[config.mk]
export PLATFORM = sky130hd
export DESIGN_NAME = scan_addr_gen
export DESIGN_NICKNAME = d
export VERILOG_FILES = /design/src/rtl/scan_pkg.sv /design/src/rtl/scan_axis.sv /design/src/rtl/scan_ctrl.sv /design/src/rtl/scan_addr_gen.sv
export SDC_FILE = /design/constraint.sdc
export NUM_CORES = 1
export LEC_CHECK = 0
export BUFFER_PORTS_ARGS = -buffer_cell sky130_fd_sc_hd__buf_2
export CAP_MARGIN = 20
export CORE_ASPECT_RATIO = 0.7
export CORE_MARGIN = 2
export CORE_UTILIZATION = 50
export DETAILED_ROUTE_END_ITERATION = 6
export PLACE_DENSITY = 0.67
export SYNTH_ARGS = -nofsm -noshare
export SYNTH_HDL_FRONTEND = slang
export SYNTH_SLANG_ARGS = --single-unit
[constraint.sdc]
create_clock -name clk -period 19.2 [get_ports clk]
set_clock_uncertainty 0.15 [all_clocks]
set_input_delay 3.84 -clock clk [delete_from_list [all_inputs] [get_ports clk]]
set_output_delay 3.84 -clock clk [all_outputs]
set_load 0.01 [all_outputs]
[src/rtl/scan_pkg.sv]
// Shared types and width helpers for the scan address generator.
// Assumes: coordinate, step and count widths are each at least 2.
package scan_pkg;

    typedef enum logic {
        ST_IDLE = 1'b0,
        ST_RUN  = 1'b1
    } scan_state_e;

    // Signed width that holds location + count * step without overflow.
    function automatic int pos_width(input int cw, input int sw, input int nw);
        return ((nw + sw > cw) ? nw + sw : cw) + 2;
    endfunction

endpackage

[src/rtl/scan_axis.sv]
// One axis of the scan generator: the location, the clipping bounds, the
// next-candidate register and its bounds comparators.
// Assumes: mov_ok, start_ok and advance are mutually exclusive (the
// controller only grants a move or a start while idle).
module scan_axis
    import scan_pkg::*;
#(
    parameter int CW = 8,
    parameter int SW = 8,
    parameter int NW = 8
) (
    input  logic          clk,
    input  logic          rst_n,
    input  logic          mov_ok,
    input  logic [CW-1:0] mov_val,
    input  logic          lim_ok,
    input  logic [CW-1:0] lim_lo,
    input  logic [CW-1:0] lim_hi,
    input  logic          start_ok,
    input  logic [SW-1:0] step_val,
    input  logic [NW-1:0] step_cnt,
    input  logic          rev,
    input  logic          advance,
    output logic [CW-1:0] cand_val,
    output logic          off_lim
);
    localparam int PW = pos_width(CW, SW, NW);

    logic [CW-1:0]        cur_q, lo_q, hi_q;
    logic signed [PW-1:0] cand_q, inc_q;
    logic signed [PW-1:0] cur_w, step_w, cnt_w, first_w, lo_w, hi_w;

    // Widen operands to signed position width.
    always_comb begin
        cur_w   = $signed({{(PW-CW){1'b0}}, cur_q});
        step_w  = $signed({{(PW-SW){step_val[SW-1]}}, step_val});
        cnt_w   = $signed({{(PW-NW){1'b0}}, step_cnt});
        first_w = rev ? (cur_w + cnt_w * step_w) : (cur_w + step_w);
        lo_w    = $signed({{(PW-CW){1'b0}}, lo_q});
        hi_w    = $signed({{(PW-CW){1'b0}}, hi_q});
    end

    // Bounds comparators on the pending candidate.
    assign off_lim  = (cand_q < lo_w) || (cand_q > hi_w);
    assign cand_val = cand_q[CW-1:0];

    // Location register: absolute move or accepted address.
    always_ff @(posedge clk) begin
        if (!rst_n)       cur_q <= '0;
        else if (mov_ok)  cur_q <= mov_val;
        else if (advance) cur_q <= cand_q[CW-1:0];
    end

    // Clipping bounds registers.
    always_ff @(posedge clk) begin
        if (!rst_n) begin
            lo_q <= '0;
            hi_q <= '1;
        end else if (lim_ok) begin
            lo_q <= lim_lo;
            hi_q <= lim_hi;
        end
    end

    // Candidate and signed increment: seeded at start, stepped on handshake.
    always_ff @(posedge clk) begin
        if (!rst_n) begin
            cand_q <= '0;
            inc_q  <= '0;
        end else if (start_ok) begin
            cand_q <= first_w;
            inc_q  <= rev ? -step_w : step_w;
        end else if (advance) begin
            cand_q <= cand_q + inc_q;
        end
    end


    no_off_emit_chk: assert property (@(posedge clk) disable iff (!rst_n)
        advance |-> !off_lim);

endmodule

[src/rtl/scan_ctrl.sv]
// Scan controller: grants commands while idle, counts steps, and ends the
// scan with a done or escape pulse.
// Assumes: off_any reflects the candidate of the current cycle.
module scan_ctrl
    import scan_pkg::*;
#(
    parameter int NW = 8
) (
    input  logic          clk,
    input  logic          rst_n,
    input  logic          mov_en,
    input  logic          lim_en,
    input  logic          go_en,
    input  logic [NW-1:0] go_cnt,
    input  logic          off_any,
    input  logic          addr_ready,
    output logic          mov_ok,
    output logic          lim_ok,
    output logic          start_ok,
    output logic          addr_valid,
    output logic          advance,
    output logic          busy,
    output logic          done,
    output logic          escape
);
    scan_state_e   state_q;
    logic [NW-1:0] rem_q;
    logic          done_q, esc_q, idle, cnt_zero;

    // Command grants and handshake.
    always_comb begin
        idle       = (state_q == ST_IDLE);
        cnt_zero   = (go_cnt == '0);
        start_ok   = go_en && idle && !cnt_zero;
        mov_ok     = mov_en && idle && !go_en;
        lim_ok     = lim_en && idle;
        addr_valid = (state_q == ST_RUN) && !off_any;
        advance    = addr_valid && addr_ready;
    end

    assign busy   = (state_q == ST_RUN);
    assign done   = done_q;
    assign escape = esc_q;

    // State, remaining count and end pulses.
    always_ff @(posedge clk) begin
        if (!rst_n) begin
            state_q <= ST_IDLE;
            rem_q   <= '0;
            done_q  <= 1'b0;
            esc_q   <= 1'b0;
        end else begin
            done_q <= 1'b0;
            esc_q  <= 1'b0;
            case (state_q)
                ST_IDLE: begin
                    if (go_en) begin
                        if (cnt_zero) begin
                            done_q <= 1'b1;
                        end else begin
                            state_q <= ST_RUN;
                            rem_q   <= go_cnt;
                        end
                    end
                end
                default: begin
                    if (off_any) begin
                        esc_q   <= 1'b1;
                        state_q <= ST_IDLE;
                    end else if (advance) begin
                        rem_q <= rem_q - 1'b1;
                        if (rem_q == NW'(1)) begin
                            done_q  <= 1'b1;
                            state_q <= ST_IDLE;
                        end
                    end
                end
            endcase
        end
    end


    one_end_chk: assert property (@(posedge clk) disable iff (!rst_n)
        !(done_q && esc_q));


    esc_cause_chk: assert property (@(posedge clk) disable iff (!rst_n)
        esc_q |-> $past(busy && !addr_valid));


    done_cause_chk: assert property (@(posedge clk) disable iff (!rst_n)
        done_q |-> ($past(advance) || $past(go_en && idle && cnt_zero)));


    busy_go_ign_chk: assert property (@(posedge clk) disable iff (!rst_n)
        (busy && go_en && !advance && !off_any) |=> (busy && rem_q == $past(rem_q)));

endmodule

[src/rtl/scan_addr_gen.sv]
// Two-dimensional scan address generator top: one axis slice per dimension
// and a shared controller. Produces location + step per accepted handshake,
// ending on count exhaustion or on an out-of-bounds candidate.
// Assumes: the consumer obeys valid/ready; commands are single-cycle strobes.
module scan_addr_gen
    import scan_pkg::*;
#(
    parameter int CW = 8,
    parameter int SW = 8,
    parameter int NW = 8
) (
    input  logic          clk,
    input  logic          rst_n,
    input  logic          mov_en,
    input  logic [CW-1:0] mov_x,
    input  logic [CW-1:0] mov_y,
    input  logic          lim_en,
    input  logic [CW-1:0] lim_x_lo,
    input  logic [CW-1:0] lim_x_hi,
    input  logic [CW-1:0] lim_y_lo,
    input  logic [CW-1:0] lim_y_hi,
    input  logic          go_en,
    input  logic [SW-1:0] go_dx,
    input  logic [SW-1:0] go_dy,
    input  logic [NW-1:0] go_cnt,
    input  logic          go_rev,
    input  logic          addr_ready,
    output logic          addr_valid,
    output logic [CW-1:0] addr_x,
    output logic [CW-1:0] addr_y,
    output logic          busy,
    output logic          done,
    output logic          escape
);
    localparam int AXES = 2;

    logic [AXES-1:0][CW-1:0] mov_a, lo_a, hi_a, cand_a;
    logic [AXES-1:0][SW-1:0] step_a;
    logic [AXES-1:0]         off_a;
    logic                    mov_ok, lim_ok, start_ok, advance;

    // Pack per-axis operands (index 0 = x, 1 = y).
    assign mov_a  = {mov_y, mov_x};
    assign lo_a   = {lim_y_lo, lim_x_lo};
    assign hi_a   = {lim_y_hi, lim_x_hi};
    assign step_a = {go_dy, go_dx};
    assign addr_x = cand_a[0];
    assign addr_y = cand_a[1];

    for (genvar g = 0; g < AXES; g++) begin : g_axis
        scan_axis #(.CW(CW), .SW(SW), .NW(NW)) u_axis (
            .clk      (clk),
            .rst_n    (rst_n),
            .mov_ok   (mov_ok),
            .mov_val  (mov_a[g]),
            .lim_ok   (lim_ok),
            .lim_lo   (lo_a[g]),
            .lim_hi   (hi_a[g]),
            .start_ok (start_ok),
            .step_val (step_a[g]),
            .step_cnt (go_cnt),
            .rev      (go_rev),
            .advance  (advance),
            .cand_val (cand_a[g]),
            .off_lim  (off_a[g])
        );
    end

    scan_ctrl #(.NW(NW)) u_ctrl (
        .clk        (clk),
        .rst_n      (rst_n),
        .mov_en     (mov_en),
        .lim_en     (lim_en),
        .go_en      (go_en),
        .go_cnt     (go_cnt),
        .off_any    (|off_a),
        .addr_ready (addr_ready),
        .mov_ok     (mov_ok),
        .lim_ok     (lim_ok),
        .start_ok   (start_ok),
        .addr_valid (addr_valid),
        .advance    (advance),
        .busy       (busy),
        .done       (done),
        .escape     (escape)
    );


    hold_chk: assert property (@(posedge clk) disable iff (!rst_n)
        (addr_valid && !addr_ready) |=> (addr_valid && $stable(addr_x) && $stable(addr_y)));

endmodule

==> summary.txt, run 1 <==
Place
  • Post-DP HPWL: 30800 um
  • Gpl congestion: about 0.9
  • Placed cell count: ~2200
  • I/O Buffers: 98

Synthesis
  • Synth Cell Area: 14600 um^2
  • Post-synthesis cell type count: 84
  • Synth async-reset ratio: 0
  • Mapped Nets: 2188
  • Yosys top cell by area: dfxtp_1
  • Post-synthesis register bit count: around 130
  • Mapped Cells: approximately 1800
  • Mapped Avg Cell Area: roughly 8 um^2
  • Synth area leaders: dfxtp_1 18%, ha_1 16%, fa_1 11%, nand2_1 4.8%, inv_1 4.8%
  • Seq/Total Area, Yosys: 0.179
  • Synth Flop Type: dfxtp_1
  • Commonest cells post-synth: 192 x ha_1, 187 x nand2_1, 186 x inv_1
  • Most frequent cell after synthesis: ha_1
  • EDFF count, synth: 0
  • Yosys warns: 0
  • Share of the synthesized area in the top cell type: 0.179

Min path
  • Hold path endpoint: g_axis[1].u_axis.lo_q[6]
  • Hold Crit Depth: 2
  • Hold path startpoint: g_axis[1].u_axis.lo_q[6]
  • Worst min path class: reg -> reg

Critical path
  • Worst-path cell chain: buf_2, clkinv_1, nor2_1, fa_1, fa_1, fa_1, inv_1, fa_1, inv_1, ha_1, a2111oi_4, o21ai_2, and2_4, or4_4, a31o_4, o31ai_2, nand3b_1, a2111oi_2
  • CP peak stage delay: approximately 0.55 ns
  • Critical path arrival: 9.50 ns
  • Startpoint types: input pin
  • CP Capture Type: flop
  • R2r startpoint: g_axis[0].u_axis.cand_q[3]
  • Crit-path slowest cell: fa_1
  • Buf/Inv on CP: 4
  • Worst R2R Setup Slack: 14.99 ns
  • CP required: 19.38 ns
  • Worst r2r dst: g_axis[0].u_axis.cand_q[12]
  • Peak fanout along the critical path: 12
  • Most used cell, CP: fa_1
  • Kind of critical path: in -> reg
  • R2R depth: 10
  • Top delay family on crit path: adder cells

Clock tree
  • Hold buffers post-CTS: 0
  • Root buffer cell: clkbuf_16
  • Num CTS Buffers: 17
  • Post-CTS Setup Bufs: 0
  • CTS tree: yes
  • Skew-Pair Late Insertion Delay: 0.43 ns
  • Sink Count: 131
  • Clock transition at path regs: roughly 0.060 ns
  • Max Root-Sink Buffers: 2
  • Post-CTS Resized: 0
  • Htree depth: 4

Timing
  • Final Hold Vio Count: 0
  • RSZ-0062 raised after global routing: false
  • Final Cycle Share: 0.485
  • Worst-Margin Slew: ~1.1 ns
  • Setup Viol. Count Final: 0
  • Min Tclk post-route: between 9 and 10 ns
  • Final Max Tran Viols: 0
  • Relative slew margins: 0.242
  • Setup TNS: 0 ns
  • Fmax: roughly 110 MHz

Die
  • Die area: 30700 um^2
  • Num rows: 52
  • Initial Util: 0.507
  • Io pins: 99
  • Core ar.: 28900 um^2
  • Die Ht: 147 um
  • Chip width: 209 um

Finish
  • Layout net count: about 2200
  • Layout Cells excl Fill: around 2300
  • Antenna cells: 0
  • Share of post-route cells with drive strength above 1: 0.0832
  • Layout Utilization: 0.546
  • Layout area overhead: 7.77%

Routing
  • 1st-iter DRT viols: 1037
  • Vias/cell: 5.92
  • Via count: about 13000
  • WL final: 40600 um
  • Routed len/inst: 18.0 um
  • Drt drc: 0
  • First drt pass iteration count: 5
  • Antenna viol nets, final: 0

Job
  • Max cap viols: 0

Run status
  • Status: finished clean

Power
  • PD cells: 94.7 nW/um^2
  • Worst vdd ir: roughly 0.00007 V
  • Pleak: approximately 7.3 nW

GRT
  • Total grt overflow: 0
  • Initial antenna violation count: 0
  • Vias in the first global route: 13200
  • Largest net degree at the start of global routing: 86
  • Total track usage: 0.272
  • Global-route wire length before repair: 67500 um
[routing by layer]
metal	global-route usage	up-vias	part of all wire	wire, um
met5	0	-	0	0
li1	-	6516	-	-
met4	0.0654	0	0.015	619
met2	0.445	367	0.46	18600
met1	0.380	6399	0.47	19100
met3	0.0404	51	0.057	2310
[state kept, by name, indices dropped and copies added, names as in the netlist]
signal / count
u_ctrl.rem_q: 8
u_ctrl.escape: 1
u_ctrl.done: 1
g_axis.u_axis.hi_q: 16
g_axis.u_axis.lo_q: 16
g_axis.u_axis.cur_q: 16
u_ctrl.busy: 1
g_axis.u_axis.inc_q: 36
g_axis.u_axis.cand_q: 36
[area by class of cell]
class	count	area, um^2
flip-flops and latches	131	2620
fillers	2791	13100
clock inverters	6	55.1
multi-input cells	1420	10900
repair buffers	108	571
clock buffers	24	482
inverters	187	703
well taps	378	473
[cells in the final DEF, fill, tap and decap left out, drive strengths merged, types with 7 or more instances in the layout]
master   instances
and2            88
dfxtp          131
and3            10
a21o            25
o21a            20
nand4           12
nand2b          15
a211oi          52
nand2          187
a22oi           17
a21oi          124
nor2           120
nor4            12
nor3            40
nand3           50
clkinv           7
o31ai           11
nor2b           17
xor2            33
a311oi          20
a31oi           18
fa              80
nor3b            9
o211ai          30
clkbuf          24
o21ai           65
xnor2           39
buf            107
o21bai           9
or3             19
inv            185
ha             192
a2111oi         11
[worst reg2reg max path: cells and delay by family, from the launching register on]
kind                       cells  cell delay [ns]
and+or+nand+nor                3             1.65
AOI/OAI and AO/OA              5             1.05
DFF                            1             0.49
buffers and inverters          1             0.45
adders and majority gates      1             0.31
[per-stage QoR]
| stage | instance area (um^2) | setup slack [ns] | hold WS, ns | total power [mW] |
|---|---|---|---|---|
| floorplan | 14600 | 9.89 | 0.286 | 1.01 |
| global placement | 15200 | 9.56 | 0.294 | 1.16 |
| detailed placement | 15200 | 9.42 | 0.297 | 1.18 |
| CTS | 15800 | 9.86 | 0.305 | 1.49 |
| global route | 15800 | 9.52 | 0.322 | 1.63 |
| finish | 15800 | 9.88 | 0.304 | 1.49 |
[how the worst max path moves through the flow]
stage,startpoint,endpoint,slack [ns],cells past startpoint
floorplan,go_dx[7],g_axis[0].u_axis.cand_q[15],9.89,19
global placement,go_dx[7],g_axis[0].u_axis.cand_q[15],9.56,18
detailed placement,go_dx[7],g_axis[0].u_axis.cand_q[15],9.42,18
CTS,go_dx[7],g_axis[0].u_axis.cand_q[15],9.86,18
global route,go_dx[7],g_axis[0].u_axis.cand_q[15],9.52,18
finish,go_dx[7],g_axis[0].u_axis.cand_q[15],9.88,18
[cell families after synthesis]
group           after synthesis  share of synthesized area
xor+xnor                     72                     0.0431
buf+inv                     286                     0.0787
flops                       131                      0.179
fa+ha+maj                   272                      0.273
mux                           6                    0.00419
simple gates                606                      0.205
compound gates              464                      0.217
[power by group]
group          internal [mW]  total, mW  switching, mW
clock                  0.186      0.308          0.122
sequential             0.296      0.322         0.0262
combinational          0.349      0.865          0.515
total                  0.831       1.49          0.664
Note: power is estimated with default switching activity, not from simulation.
==> inputs of run 2 (changes only) <==
- ABC_AREA: unset -> 1
- clock period: 19.2 -> 9.7 ns (I/O delays scaled with it)
==> summary.txt, run 2 <==
Synthesis
  • EDFF count, synth: 0 (unchanged)
  • Most frequent cell after synthesis: nand2_1
  • Synth Area in XOR/XNOR: 0.0317 (-0.0114)
  • Synth Area in Compound Gates: 0.155 (-0.0621)
  • Yosys top cell by area: dfxtp_1
  • Synth async-reset ratio: 0 (unchanged)
  • Mapped Avg Cell Area: 6.64 um^2 (-17%)
  • Seq/Total Area, Yosys: 0.172 (-0.00654)
  • Post-Synth Simple-Gate Area: 0.247 (+0.0419)
  • Mapped Cells: 2288 (+25%)
  • Post-synthesis cell type count: 47 (-44%)
  • Synth area leaders: dfxtp_1 17%, ha_1 16%, nand2_1 14%, fa_1 11%, inv_1 9.3%
  • Mapped Nets: 2639 (+21%)
  • Portion of netlist area occupied by mux cells: 0.00198 (-0.00221)
  • Share of the synthesized area in the top cell type: 0.172 (-0.00654)
  • Commonest cells post-synth: 559 x nand2_1, 378 x inv_1, 196 x a21oi_1
  • Synth Flop Type: dfxtp_1
  • Adder and majority cell fraction of the synthesized area: 0.263 (-0.00999)
  • Post-synthesis register bit count: 131 (unchanged)
  • Yosys warns: 0 (unchanged)
  • Largest family of logic cells by synthesized area: adder cells
  • Synth Cell Area: 15200 um^2 (+3.8%)

Routing
  • Via count: 14600 (+9.7%)
  • Vias/cell: 5.34 (-9.7%)
  • Antenna viol nets, final: 0 (unchanged)
  • 1st-iter DRT viols: 1238 (+19%)
  • Routed len/inst: 16.1 um (-11%)
  • Drt drc: 0 (unchanged)
  • First drt pass iteration count: 6 (+1)
  • WL final: 44000 um (+8.2%)

Die
  • Core ar.: 30000 um^2 (+3.8%)
  • Initial Util: 0.507 (about the same)
  • Io pins: 99 (unchanged)
  • Num rows: 53 (+1.9%)
  • Die Ht: 150 um (+1.8%)
  • Die area: 31800 um^2 (+3.7%)
  • Chip width: 212 um (+1.8%)

Clock tree
  • Max Root-Sink Buffers: 2 (unchanged)
  • Sink Count: 131 (unchanged)
  • Htree depth: 4 (unchanged)
  • Hold buffers post-CTS: 0 (unchanged)
  • Root buffer cell: clkbuf_16
  • Post-CTS Resized: 0 (unchanged)
  • Clock transition at path regs: 0.06 ns (about the same)
  • CTS tree: yes
  • Post-CTS Setup Bufs: 0 (unchanged)
  • Num CTS Buffers: 17 (unchanged)
  • Skew-Pair Late Insertion Delay: 0.44 ns (about the same)

Finish
  • Regs by FF count: g_axis.u_axis.cand_q: 36 flops, g_axis.u_axis.inc_q: 36 flops
  • Layout Cells excl Fill: 2739 (+22%)
  • Layout area overhead: 7.09%
  • Share of post-route cells with drive strength above 1: 0.0688 (-0.0143)
  • Commonest non-fill, non-tap cells in the layout: 559 x nand2_1, 378 x inv_1, 196 x a21oi_1, 192 x ha_1, 175 x nor2_1
  • Layout net count: 2662 (+20%)
  • Seq. cell area: 2620 um^2 (unchanged)
  • Fill cells: 2993 (+7.2%)
  • Commonest non-fill, non-tap cell in the layout: nand2_1
  • Multi-input gate area: 10600 um^2 (-2.4%)

Power
  • Pleak: 8.90 nW (+22%)
  • Worst vdd ir: 0.000105 V (+46%)
  • PD cells: 172 nW/um^2 (+82%)

Timing
  • Setup Viol. Count Final: 0 (unchanged)
  • Relative slew margins: 0.341 (+0.0992)
  • Hold slack final: 0.310 ns (+0.00643 ns)
  • Final Max Tran Viols: 0 (unchanged)
  • RSZ-0062 raised after global routing: false
  • Fmax: around 150 MHz
  • Final Cycle Share: 0.710
  • Setup TNS: 0 ns (unchanged)
  • Worst-Margin Slew: 0.986 ns (-0.151 ns)
  • Min Tclk post-route: 6.89 ns
  • Final Hold Vio Count: 0 (unchanged)

Place
  • I/O Buffers: 98 (unchanged)
  • Placed cell count: 2703 (+22%)
  • Gpl congestion: 0.957 (+3.8%)
  • Post-DP HPWL: 34300 um (+11%)

Critical path
  • Worst-path cell chain: buf_2, clkinv_1, fa_1, fa_1, inv_1, fa_1, inv_1, fa_1, inv_1, ha_1, xor2_1, ha_1, nand2_1, o21ai_0, a21oi_1, nor2_1, nand3_1, nor2_2, nand2_1, nand2_1, nand3_1, nand2_1, nand2_1, a21oi_1
  • CP peak stage delay: 0.62 ns (+0.07 ns)
  • CP required: 9.91 ns (-9.47 ns)
  • Startpoint types: input pin
  • CP Capture Type: flop
  • Kind of critical path: in -> reg
  • Peak fanout along the critical path: 11 (-1)
  • Critical path arrival: 7.10 ns (-2.40 ns)
  • Most used cell, CP: nand2_1
  • Crit-path slowest cell: fa_1

GRT
  • Total grt overflow: 0 (unchanged)
  • Global-route wire length before repair: 71200 um (+5.4%)
  • Vias in the first global route: 13900 (+5.4%)
  • Initial antenna violation count: 3 (+3)
  • Total track usage: 0.285 (+0.0123)
  • Largest net degree at the start of global routing: 89 (+3.5%)

Min path
  • Worst min path class: reg -> reg

Job
  • Max cap viols: 0 (unchanged)

Run status
  • Status: finished clean
-- run 2: cell count changes in the layout (fill, tap and decap cells not counted), moves of 19 or more --
cell / before / now
and2_1: 87 / 0
nor2_1: 120 / 175
xnor2_1: 39 / 15
a311oi_1: 20 / 0
inv_1: 185 / 378
nand2_1: 187 / 559
a211oi_1: 52 / 2
o21ai_0: 50 / 152
a21o_1: 25 / 6
nand3_1: 49 / 99
a21oi_1: 124 / 196
-- run 2: power by group --
group	total, mW	switching (mW)	internal, mW	leakage (nW)
Combinational	1.58	1.02	0.557	7.57
Sequential	0.633	0.0474	0.585	1.08
Clock	0.597	0.265	0.332	0.244
Total	2.81	1.33	1.47	8.90
-- run 2: per-stage QoR --
stage	instance area [um^2]	total power [mW]	utilization	setup WS (ns)
after floorplan	15200	1.84	-	2.83
after global placement	15700	2.18	0.525	2.51
after detailed placement	15700	2.20	0.525	2.43
after CTS	16300	2.81	0.543	2.85
after global routing	16300	3.08	0.543	2.38
final	16300	2.81	0.543	2.81
-- run 2: area by class of cell --
class,instances,area share
clock buffers,20,0.0274
well taps,412,0.0317
clock inverters,12,0.00530
repair buffers,104,0.0327
diodes,3,0.000461
inverters,386,0.0890
flip-flops and latches,131,0.161
multi-input cells,1671,0.652
-- run 2: cells by family after synthesis --
family                     Yosys count
and+or+nand+nor                    908
buffers and inverters              486
xor gates and xnor gates            55
muxes                                3
AOI/OAI and AO/OA                  433
DFF                                131
adders and majority gates          272
-- run 2: critical path: cells and delay by family --
| family | cells | cell delay [ns] |
|---|---|---|
| buffers and inverters | 5 | 0.82 |
| and+or+nand+nor | 9 | 0.91 |
| AOI/OAI and AO/OA | 3 | 0.36 |
| xor gates and xnor gates | 1 | 0.19 |
| adders and majority gates | 6 | 2.88 |
-- run 2: path summary, 6_finish.rpt --
path / endpoint / cells past startpoint / startpoint / slack, ns
setup / recovery: g_axis[1].u_axis.cand_q[14] / 24 / go_dy[7] / 2.81
hold / removal: g_axis[0].u_axis.lo_q[1] / 2 / g_axis[0].u_axis.lo_q[1] / 0.31
setup reg to reg: g_axis[0].u_axis.cand_q[4] / 9 / u_ctrl.busy / 5.59
hold reg to reg: g_axis[0].u_axis.lo_q[1] / 2 / g_axis[0].u_axis.lo_q[1] / 0.31
-- run 2: metal layers --
layer  vias up  share of wire  routed length [um]  global-route usage
met1      6740           0.48               20900               0.404
met2       454           0.44               19200               0.450
li1       7375              -                   -                   -
met3        58          0.067                2950              0.0388
met4         0          0.020                 895              0.0843
met5         -              0                   0                   0
